[config.mk]
export PLATFORM = sky130hd
export DESIGN_NAME = prog_flag_fifo
export DESIGN_NICKNAME = d
export VERILOG_FILES = /design/src/rtl/pff_pkg.sv /design/src/rtl/pff_cfg.sv /design/src/rtl/pff_store.sv /design/src/rtl/pff_status.sv /design/src/rtl/prog_flag_fifo.sv
export SDC_FILE = /design/constraint.sdc
export NUM_CORES = 2
export LEC_CHECK = 0
export BUFFER_PORTS_ARGS = -buffer_cell sky130_fd_sc_hd__buf_2
export CAP_MARGIN = 20
export CORE_UTILIZATION = 55
export CTS_BUF_LIST = sky130_fd_sc_hd__clkbuf_4 sky130_fd_sc_hd__clkbuf_8
export DETAILED_ROUTE_END_ITERATION = 12
export PLACE_DENSITY = 0.74
export SETUP_SLACK_MARGIN = 0.1
export SYNTH_ARGS = -nofsm -noshare
export SYNTH_HDL_FRONTEND = slang
export SYNTH_SLANG_ARGS = --single-unit
export TNS_END_PERCENT = 30
[constraint.sdc]
create_clock -name clk -period 6.2 [get_ports clk]
set_clock_uncertainty 0.05 [all_clocks]
set_input_delay 1.24 -clock clk [delete_from_list [all_inputs] [get_ports clk]]
set_output_delay 1.24 -clock clk [all_outputs]
set_load 0.05 [all_outputs]
[src/rtl/pff_pkg.sv]
`timescale 1ns/1ps
// Package pff_pkg
// Shared constants and the threshold preset decoder for the programmable-flag FIFO.
// Assumes callers cast the returned integer to their own threshold width.
package pff_pkg;

    localparam int WORD_W       = 36;
    localparam int PRESET_SEL_W = 3;

    // Decode a preset code into a threshold value, limited to the buffer depth.
    function automatic int preset_offset(input logic [PRESET_SEL_W-1:0] sel, input int depth);
        int v;
        case (sel)
            3'd0:    v = 8;
            3'd1:    v = 16;
            3'd2:    v = 64;
            3'd3:    v = 256;
            3'd4:    v = 1024;
            default: v = 8;
        endcase
        if (v > depth) v = depth;
        return v;
    endfunction

endpackage

[src/rtl/pff_cfg.sv]
`timescale 1ns/1ps
// Module pff_cfg
// Holds the timing mode and the two flag thresholds. Master reset loads them from
// the preset code and mode select; partial reset freezes them; otherwise parallel
// writes (priority) or a serial shift chain update the thresholds.
// Assumes both resets are synchronous and active low.
module pff_cfg
    import pff_pkg::*;
#(
    parameter int DEPTH = 64,
    localparam int OW = $clog2(DEPTH) + 1
) (
    input  logic                    clk,
    input  logic                    rst_n,
    input  logic                    prst_n,
    input  logic [PRESET_SEL_W-1:0] preset_sel,
    input  logic                    fwft_sel,
    input  logic                    off_we,
    input  logic                    off_sel,
    input  logic [OW-1:0]           off_data,
    input  logic                    ser_en,
    input  logic                    ser_bit,
    output logic                    fwft,
    output logic [OW-1:0]           ae_off,
    output logic [OW-1:0]           af_off
);

    logic [OW-1:0] preset_val;

    // Preset threshold for the current code.
    always_comb preset_val = OW'(preset_offset(preset_sel, DEPTH));

    // Mode and threshold registers with reset load, parallel write and serial shift.
    always_ff @(posedge clk) begin
        if (!rst_n) begin
            fwft   <= fwft_sel;
            ae_off <= preset_val;
            af_off <= preset_val;
        end else if (prst_n) begin
            if (off_we) begin
                if (off_sel) af_off <= off_data;
                else         ae_off <= off_data;
            end else if (ser_en) begin
                {ae_off, af_off} <= {ae_off[OW-2:0], af_off, ser_bit};
            end
        end
    end

endmodule

[src/rtl/pff_store.sv]
`timescale 1ns/1ps
// Module pff_store
// Register-array storage with write/read pointers, an occupancy counter, the read
// output register, the fall-through prefetch and the retransmit mark.
// Assumes the producer respects the full status; retransmit replays correctly only
// while the marked words have not been overwritten.
module pff_store #(
    parameter int DEPTH = 64,
    parameter int WIDTH = 36,
    localparam int AW = $clog2(DEPTH),
    localparam int PW = AW + 1
) (
    input  logic             clk,
    input  logic             rst_n,
    input  logic             prst_n,
    input  logic             fwft,
    input  logic             wr_en,
    input  logic [WIDTH-1:0] wr_data,
    input  logic             rd_en,
    input  logic             rt_mark,
    input  logic             rt_go,
    output logic [WIDTH-1:0] rd_data,
    output logic [PW-1:0]    count,
    output logic             out_valid
);

    logic [WIDTH-1:0] mem [DEPTH];
    logic [PW-1:0]    wptr;
    logic [PW-1:0]    rptr;
    logic [PW-1:0]    mark;
    logic             clr;
    logic             wr_ok;
    logic             pop;
    logic             has_data;

    // Either reset clears the data path.
    assign clr      = !rst_n || !prst_n;
    assign has_data = (count != '0);
    assign wr_ok    = wr_en && !rt_go && (count < PW'(DEPTH));

    // Decide when a word leaves the array: on request, or by prefetch in fall-through.
    always_comb begin
        if (fwft) pop = has_data && (!out_valid || rd_en) && !rt_go;
        else      pop = has_data && rd_en && !rt_go;
    end

    // Array write port.
    always_ff @(posedge clk) begin
        if (wr_ok) mem[wptr[AW-1:0]] <= wr_data;
    end

    // Pointers, occupancy, output-valid and retransmit mark.
    always_ff @(posedge clk) begin
        if (clr) begin
            wptr      <= '0;
            rptr      <= '0;
            mark      <= '0;
            count     <= '0;
            out_valid <= 1'b0;
        end else if (rt_go) begin
            rptr      <= mark;
            count     <= wptr - mark;
            out_valid <= 1'b0;
        end else begin
            if (wr_ok) wptr <= wptr + PW'(1);
            if (pop)   rptr <= rptr + PW'(1);
            count <= count + PW'(wr_ok) - PW'(pop);
            if (!fwft)       out_valid <= 1'b0;
            else if (pop)    out_valid <= 1'b1;
            else if (rd_en)  out_valid <= 1'b0;
            if (rt_mark) mark <= rptr - PW'(fwft && out_valid);
        end
    end

    // Read output register.
    always_ff @(posedge clk) begin
        if (clr)      rd_data <= '0;
        else if (pop) rd_data <= mem[rptr[AW-1:0]];
    end

endmodule

[src/rtl/pff_status.sv]
`timescale 1ns/1ps
// Module pff_status
// Combinational status: ready/empty and room/full in the chosen timing mode, and
// the two threshold comparisons on fill level and free space.
// Assumes count never exceeds DEPTH.
module pff_status #(
    parameter int DEPTH = 64,
    localparam int AW = $clog2(DEPTH),
    localparam int PW = AW + 1,
    localparam int OW = AW + 1,
    localparam int LW = AW + 2
) (
    input  logic          fwft,
    input  logic [PW-1:0] count,
    input  logic          out_valid,
    input  logic [OW-1:0] ae_off,
    input  logic [OW-1:0] af_off,
    output logic          rd_stat,
    output logic          wr_stat,
    output logic          almost_empty,
    output logic          almost_full
);

    logic [LW-1:0] level;
    logic [LW-1:0] cap;
    logic [LW-1:0] room;

    // Fill level including the shown word, capacity, and free space.
    always_comb begin
        level = LW'(count) + LW'(fwft && out_valid);
        cap   = LW'(DEPTH) + LW'(fwft);
        room  = cap - level;
    end

    // Flag outputs.
    always_comb begin
        rd_stat      = fwft ? out_valid : (count != '0);
        wr_stat      = (count < PW'(DEPTH));
        almost_empty = (level <= LW'(ae_off));
        almost_full  = (room <= LW'(af_off));
    end

endmodule

[src/rtl/prog_flag_fifo.sv]
`timescale 1ns/1ps
// Module prog_flag_fifo
// Top level of the single-clock FIFO with programmable almost flags, two timing
// modes, master/partial reset and retransmit. Connects configuration, storage
// and status. Assumes DEPTH is a power of two and at least 8.
module prog_flag_fifo
    import pff_pkg::*;
#(
    parameter int DEPTH = 64,
    parameter int WIDTH = WORD_W,
    localparam int AW = $clog2(DEPTH),
    localparam int PW = AW + 1,
    localparam int OW = AW + 1
) (
    input  logic                    clk,
    input  logic                    rst_n,
    input  logic                    prst_n,
    input  logic [PRESET_SEL_W-1:0] preset_sel,
    input  logic                    fwft_sel,
    input  logic                    off_we,
    input  logic                    off_sel,
    input  logic [OW-1:0]           off_data,
    input  logic                    ser_en,
    input  logic                    ser_bit,
    input  logic                    wr_en,
    input  logic [WIDTH-1:0]        wr_data,
    input  logic                    rd_en,
    input  logic                    rt_mark,
    input  logic                    rt_go,
    output logic [WIDTH-1:0]        rd_data,
    output logic                    rd_stat,
    output logic                    wr_stat,
    output logic                    almost_empty,
    output logic                    almost_full
);

    logic          fwft;
    logic [OW-1:0] ae_off;
    logic [OW-1:0] af_off;
    logic [PW-1:0] count;
    logic          out_valid;

    pff_cfg #(.DEPTH(DEPTH)) u_cfg (
        .clk        (clk),
        .rst_n      (rst_n),
        .prst_n     (prst_n),
        .preset_sel (preset_sel),
        .fwft_sel   (fwft_sel),
        .off_we     (off_we),
        .off_sel    (off_sel),
        .off_data   (off_data),
        .ser_en     (ser_en),
        .ser_bit    (ser_bit),
        .fwft       (fwft),
        .ae_off     (ae_off),
        .af_off     (af_off)
    );

    pff_store #(.DEPTH(DEPTH), .WIDTH(WIDTH)) u_store (
        .clk       (clk),
        .rst_n     (rst_n),
        .prst_n    (prst_n),
        .fwft      (fwft),
        .wr_en     (wr_en),
        .wr_data   (wr_data),
        .rd_en     (rd_en),
        .rt_mark   (rt_mark),
        .rt_go     (rt_go),
        .rd_data   (rd_data),
        .count     (count),
        .out_valid (out_valid)
    );

    pff_status #(.DEPTH(DEPTH)) u_status (
        .fwft         (fwft),
        .count        (count),
        .out_valid    (out_valid),
        .ae_off       (ae_off),
        .af_off       (af_off),
        .rd_stat      (rd_stat),
        .wr_stat      (wr_stat),
        .almost_empty (almost_empty),
        .almost_full  (almost_full)
    );

endmodule

; ---- Word level (Yosys, flattened, before mapping)
; Memories as Yosys holds them, arrays and structs flattened. A register that Yosys moved wholly into a read port is not among the register bits.
; Index checks and enable logic that the tools add are counted.
; Widths: inputs -> output; s select.
[word_totals]
ramBits = 2304
reg_bits = 44
memories = 1
output_inout_bits = 40
input_bits = 58
[mem_list]
columns = name, depth, width, read_ports, rd_ports_with_merged_regs, wr, line_no
row1 = u_store.mem, 64, 36, 1, 1, 1, pff_store.sv:27  ; logic [WIDTH-1:0] mem [DEPTH];
[classes]
eq_ne = 8
magnitude_cmp = 4
addsub = 9
n_reduce_logical = 21
n_bitwise = 2
muxes = 21
[ops]
columns = op, n
row1 = $mux 7, 14
row2 = $pmux 11 s4, 1
row3 = $le 8x7->1, 2
row4 = $add 7x1->7 const B, 2
row5 = $sub 7x1->7, 2
row6 = $gt 11x7->1 const B, 1
row7 = $add 7x1->8, 1
row8 = $add 7x1->8 const A, 1
row9 = $sub 8x8->8, 1
row10 = $add 7x1->7, 1
row11 = $logic_and 1x1->1, 7
row12 = $lt 7x7->1 const B, 1
row13 = $reduce_bool 7->1, 1
row14 = $sub 7x7->7, 1
row15 = $eq 3x2->1 const B, 2
row16 = $mux 1, 6
row17 = $reduce_and 3->1, 2
row18 = $logic_not 1->1, 4
row19 = $reduce_and 2->1, 2
row20 = $reduce_bool 2->1, 2
row21 = $eq 3x1->1 const B, 1
row22 = $eq 3x3->1 const B, 1
row23 = $ne 3x1->1 const B, 1
row24 = $ne 3x2->1 const B, 1
row25 = other kinds (5), 7

; ---- Depth between registers and ports, before layout
[logic_depth]
ltp_word = 7
depth_mapped = 18

; ---- By module
; Synthesis repeated with hierarchy kept, for this count alone.
[hier_totals]
hier_cells = 4355
area_unflattened_um2 = 92167.1
[by_module_without_submodules]
columns = module, n_inst, area_per_inst_um2, cells_each
row1 = pff_store, 1, 90685.7, 4184
row2 = pff_cfg, 1, 763.2, 68
row3 = pff_status, 1, 718.2, 103

; ---- Worst setup path before layout
; OpenSTA, ideal clock, no wires.
[synth_timing]
path_kind = register -> output
startpoint = register u_cfg.fwft
endpoint = output port almost_full
n_path_buf = 0
arrival_time_ps = 3089
path_stages_with_launch = 13
t_required_ps = 4910
slack_ps = 1821
path_cell_list = edfxtp_1 -> and2_1 -> ha_1 -> ha_1 -> inv_1 -> ha_1 -> ha_1 -> nor2b_1 -> o21a_1 -> o21a_1 -> o21ai_0 -> nand3b_1 -> a21oi_1
[synth_via]
elab_chain_len = 4
word_cells_on_any_way = 5
cone_classes = add/sub: 3 / order compare: 1 / reduce/logical: 1
[synth_lines]
columns = item, line_no
row1 = start: declaration, pff_cfg.sv:23  ; output logic fwft,
row2 = start signal: assignment, pff_cfg.sv:36  ; fwft <= fwft_sel;
row3 = $logic_and 1x1->1, pff_status.sv:30  ; level = LW'(count) + LW'(fwft && out_valid);
row4 = $add 7x1->8, pff_status.sv:30
row5 = $sub 8x8->8 *, pff_status.sv:32  ; room = cap - level;
row6 = $le 8x7->1 *, pff_status.sv:40  ; almost_full = (room <= LW'(af_off));
row7 = end: declaration, prog_flag_fifo.sv:34  ; output logic almost_full
; Mark *: on every way between the ends. The rest lies on a longest branch, timed or not.

; ---- Worst setup path in the final report
[layout_timing]
startpoint = register u_cfg.fwft
endpoint = output port almost_empty
[layout_via]
elab_chain_len = 3
[layout_lines]
columns = item, line_no
row1 = $logic_and 1x1->1, pff_status.sv:30
row2 = $add 7x1->8, pff_status.sv:30
row3 = $le 8x7->1, pff_status.sv:39  ; almost_empty = (level <= LW'(ae_off));
row4 = end: declaration, prog_flag_fifo.sv:33  ; output logic almost_empty,
; No other way between the ends.

==> results.md <==
* Status: finished clean
* Final Slew Violations at 0
* Post-DP HPWL at 136 mm
* Hold path startpoint: u_store.mark[0]$_SDFFE_PP0P_
* Final Routed Wirelength at 237 mm
* Startpoint Class: flip-flop
* Final setup vio count at 0
* Setup ws final at 0.795 ns
* Synth Cell Area at 92500 um2
* TritonCTS Sinks at 2384
* Hold Fails Final Rpt at 0
* Wire length per cell at 31.5 um
* Register Area at 71000 um2
* CTS Buf Count at 380
* Post-synthesis sequential area ratio at 76.7%
* Placer Congestion at 0.920
* Layout cells sized above 1 at 24.5%
* Global routing's busiest layer: met2
* I/O pin count at 98
* CP dominant cell by count: ha_1
* GR Util All Layers at 27.9%
* Met3 GRT Util at 7.89%
* Initial DRC count at 6951
* DRT antenna net count at 0
* Clk root buf: clkbuf_8
* CP required at 4.91 ns
* Synth cell types at 59
* Post-CTS Resized at 0
* Design Area, Final at 103000 um2
* Worst hold path endpoint: u_store.rptr[0]$_SDFFE_PP0P_
* Vias in the first global route at 47100
* Slew headroom at 24.6%
* Hold path cells at 2
* Post-CTS Setup Bufs at 0
* Dpl ws at 1.39 ns
* Net count after synthesis at 4763
* Reg2reg path depth at 6
* Area Growth Syn to Fin at 11.7%
* Max VDD drop at 259 uV
* Worst EP arrival at 4.11 ns
* Largest net degree at the start of global routing at 121
* DRC violations left at 0
* Fin nets at 5138
* CTS H-Tree Depth at 5
* Final core occ at 61.9%
* Number of synthesized register bits at 2384
* Slowest-stage cell, CP: edfxtp_1
* Crit path buf inv count at 2
* Via count at 48800
* Reg2reg start: u_store.rptr[0]$_SDFFE_PP0P_
* Max cap viols at 0
* IO buf count at 97
* Asr flop ratio synth at 0%
* Syn Area/Cell at 19.9 um2
* LEAKAGE at 31.8 nW
* Critical path type: reg -> out
* Prevailing post-synth register cell: edfxtp_1
* CTS max path bufs at 4
* Setup TNS at 0 ns
* Hold Crit Class: reg -> reg
* Initial Util at 55.4%
* RR Endpoint: u_store.rd_data[8]$_SDFFE_PP0P_
* Max FO, Critical Path at 6
* TritonRoute pass-1 iters at 6
* Post-CTS Hold Buffers at 0
* Gr ovfl total at 0
* Fill cell count at 11300
* Via-to-Cell Ratio at 6.48
* Power Density at 313 nW/um2
* Initial antenna violation count at 17
* Total die area at 170000 um2
* Cell Rows at 150
* Met1 Track Usage GR at 40.6%
* First-pass GRT wire length at 336 mm
* RSZ-0062 raised after global routing: no
* Critical Path, Cell by Cell: and2_1 > ha_1 > ha_1 > xnor2_1 > inv_1 > ha_1 > o21a_1 > o21ai_0 > a21oi_1 > a2111oi_0 > o31a_1 > buf_2
* Die Span Y at 412 um
* Fmax at 185 MHz
* Most frequent cells in the layout: edfxtp_1 (2319), mux2i_1 (429), clkbuf_8 (386)
* Total power at 32.3 mW
* Gate Count Post-Synth at 4661
* Final worst-path cycle share at 87.2%
* Met2 Use GR at 41.0%
* Multi-input gate area in the final layout at 20300 um2
* Core area at 167000 um2
* Worst-path clk slew at 0.06 ns
* Dpl cell area at 96100 um2
* Fin Hold WS at 0.422 ns
* Largest stage delay, worst path at 0.45 ns
* Clk Latency, worst-skew pair at 1.08 ns
* Min Tclk post-route at 5.40 ns
* Placed cell count at 6853
* Post-synth EDFFs at 2319
* CTS tree: yes
* Reg2Reg Setup Slack at 2.37 ns
* CP delay by family, top: compound AO/OA/AOI/OAI gates
* Synth warn at 0
* Die Wd at 412 um
* Slew @ Worst Pin at 1.13 ns
* Post-Layout Cell Count at 7526
* CP endpoint kind: primary output
* Commonest non-fill, non-tap cell in the layout: edfxtp_1
## logic make-up after synthesis
logic type                 after synthesis  synth area share, %
xor gates and xnor gates                33                0.312
and+or+nand+nor                        534                 2.69
muxes                                  803                 13.7
DFF                                   2384                 76.7
adders and majority gates               44                0.611
AOI/OAI and AO/OA                      549                 4.06
buffers and inverters                  314                 1.92
## report_power, final
group,leakage (nW),switching (mW),internal [mW]
registers,21.4,0.0641,17.7
logic,6.64,1.21,0.537
clock network,3.79,5.92,6.88
## sequential cells by signal, summed over array words and instances (netlist names)
register / cells
u_store.mem: 2304
u_store.rd_data: 36
u_cfg.ae_off: 7
u_cfg.af_off: 7
u_store.count: 7
u_store.mark: 7
u_store.rptr: 7
u_store.wptr: 7
u_cfg.fwft: 1
u_store.out_valid: 1
## tightest hold or removal path: stages (launching register included)
cell and delay [ns]:
dfxtp_1 0.33, nand2_1 0.06, a21oi_1 0.05
## how the worst max path moves through the flow
stage,from,to,slack [ns],cells after the start
CTS,u_cfg.fwft$_DFFE_PN_,almost_empty,0.75,12
global placement,rt_go,u_store.mem[19][2]$_DFFE_PP_,1.48,7
finish,u_cfg.fwft$_DFFE_PN_,almost_empty,0.80,12
global route,u_cfg.fwft$_DFFE_PN_,almost_empty,0.53,12
floorplan,u_cfg.fwft$_DFFE_PN_,almost_full,1.82,12
detailed placement,rt_go,u_store.mem[19][2]$_DFFE_PP_,1.39,7
## area by class of cell
| class | count | share of cell area, % |
|---|---|---|
| Antenna cell | 14 | 0.0339 |
| Clock buffer | 525 | 6.15 |
| Clock inverter | 129 | 0.725 |
| Inverter | 49 | 0.178 |
| Multi-Input combinational cell | 1963 | 19.7 |
| Sequential cell | 2384 | 68.6 |
| Tap cell | 2204 | 2.67 |
| Timing Repair Buffer | 258 | 1.92 |
## metal layers
| layer | vias to the layer above | routed length [um] |
|---|---|---|
| li1 | 19900 | - |
| met1 | 25200 | 91200 |
| met5 | - | 15 |
| met2 | 3195 | 108000 |
| met4 | 2 | 7300 |
| met3 | 442 | 30800 |
## Yosys cell counts (all sizes together) (6+ instances only)
library cell | count | share of area, %
nand2 | 156 | 0.63
mux2i | 429 | 4.6
a211oi | 21 | 0.20
a21oi | 116 | 0.63
a22o | 8 | 0.076
ha | 42 | 0.57
a31oi | 8 | 0.054
nor2b | 13 | 0.088
nor4 | 21 | 0.14
nand3 | 69 | 0.37
mux4 | 374 | 9.1
clkbuf | 93 | 0.38
o22ai | 63 | 0.43
edfxtp | 2319 | 75
buf | 172 | 1.3
inv | 49 | 0.20
a221o | 7 | 0.076
nor3 | 43 | 0.23
xnor2 | 23 | 0.22
a22oi | 208 | 1.7
a221oi | 8 | 0.076
a311oi | 8 | 0.076
o211ai | 21 | 0.17
nand2b | 13 | 0.088
nor2 | 136 | 0.55
and2 | 17 | 0.11
o221a | 8 | 0.097
xor2 | 10 | 0.095
dfxtp | 65 | 1.4
o21a | 6 | 0.049
nand4 | 46 | 0.31
o21ai | 42 | 0.23
and3 | 6 | 0.041
a21o | 7 | 0.057
o31ai | 8 | 0.065
Note: power is estimated with default switching activity, not from simulation.
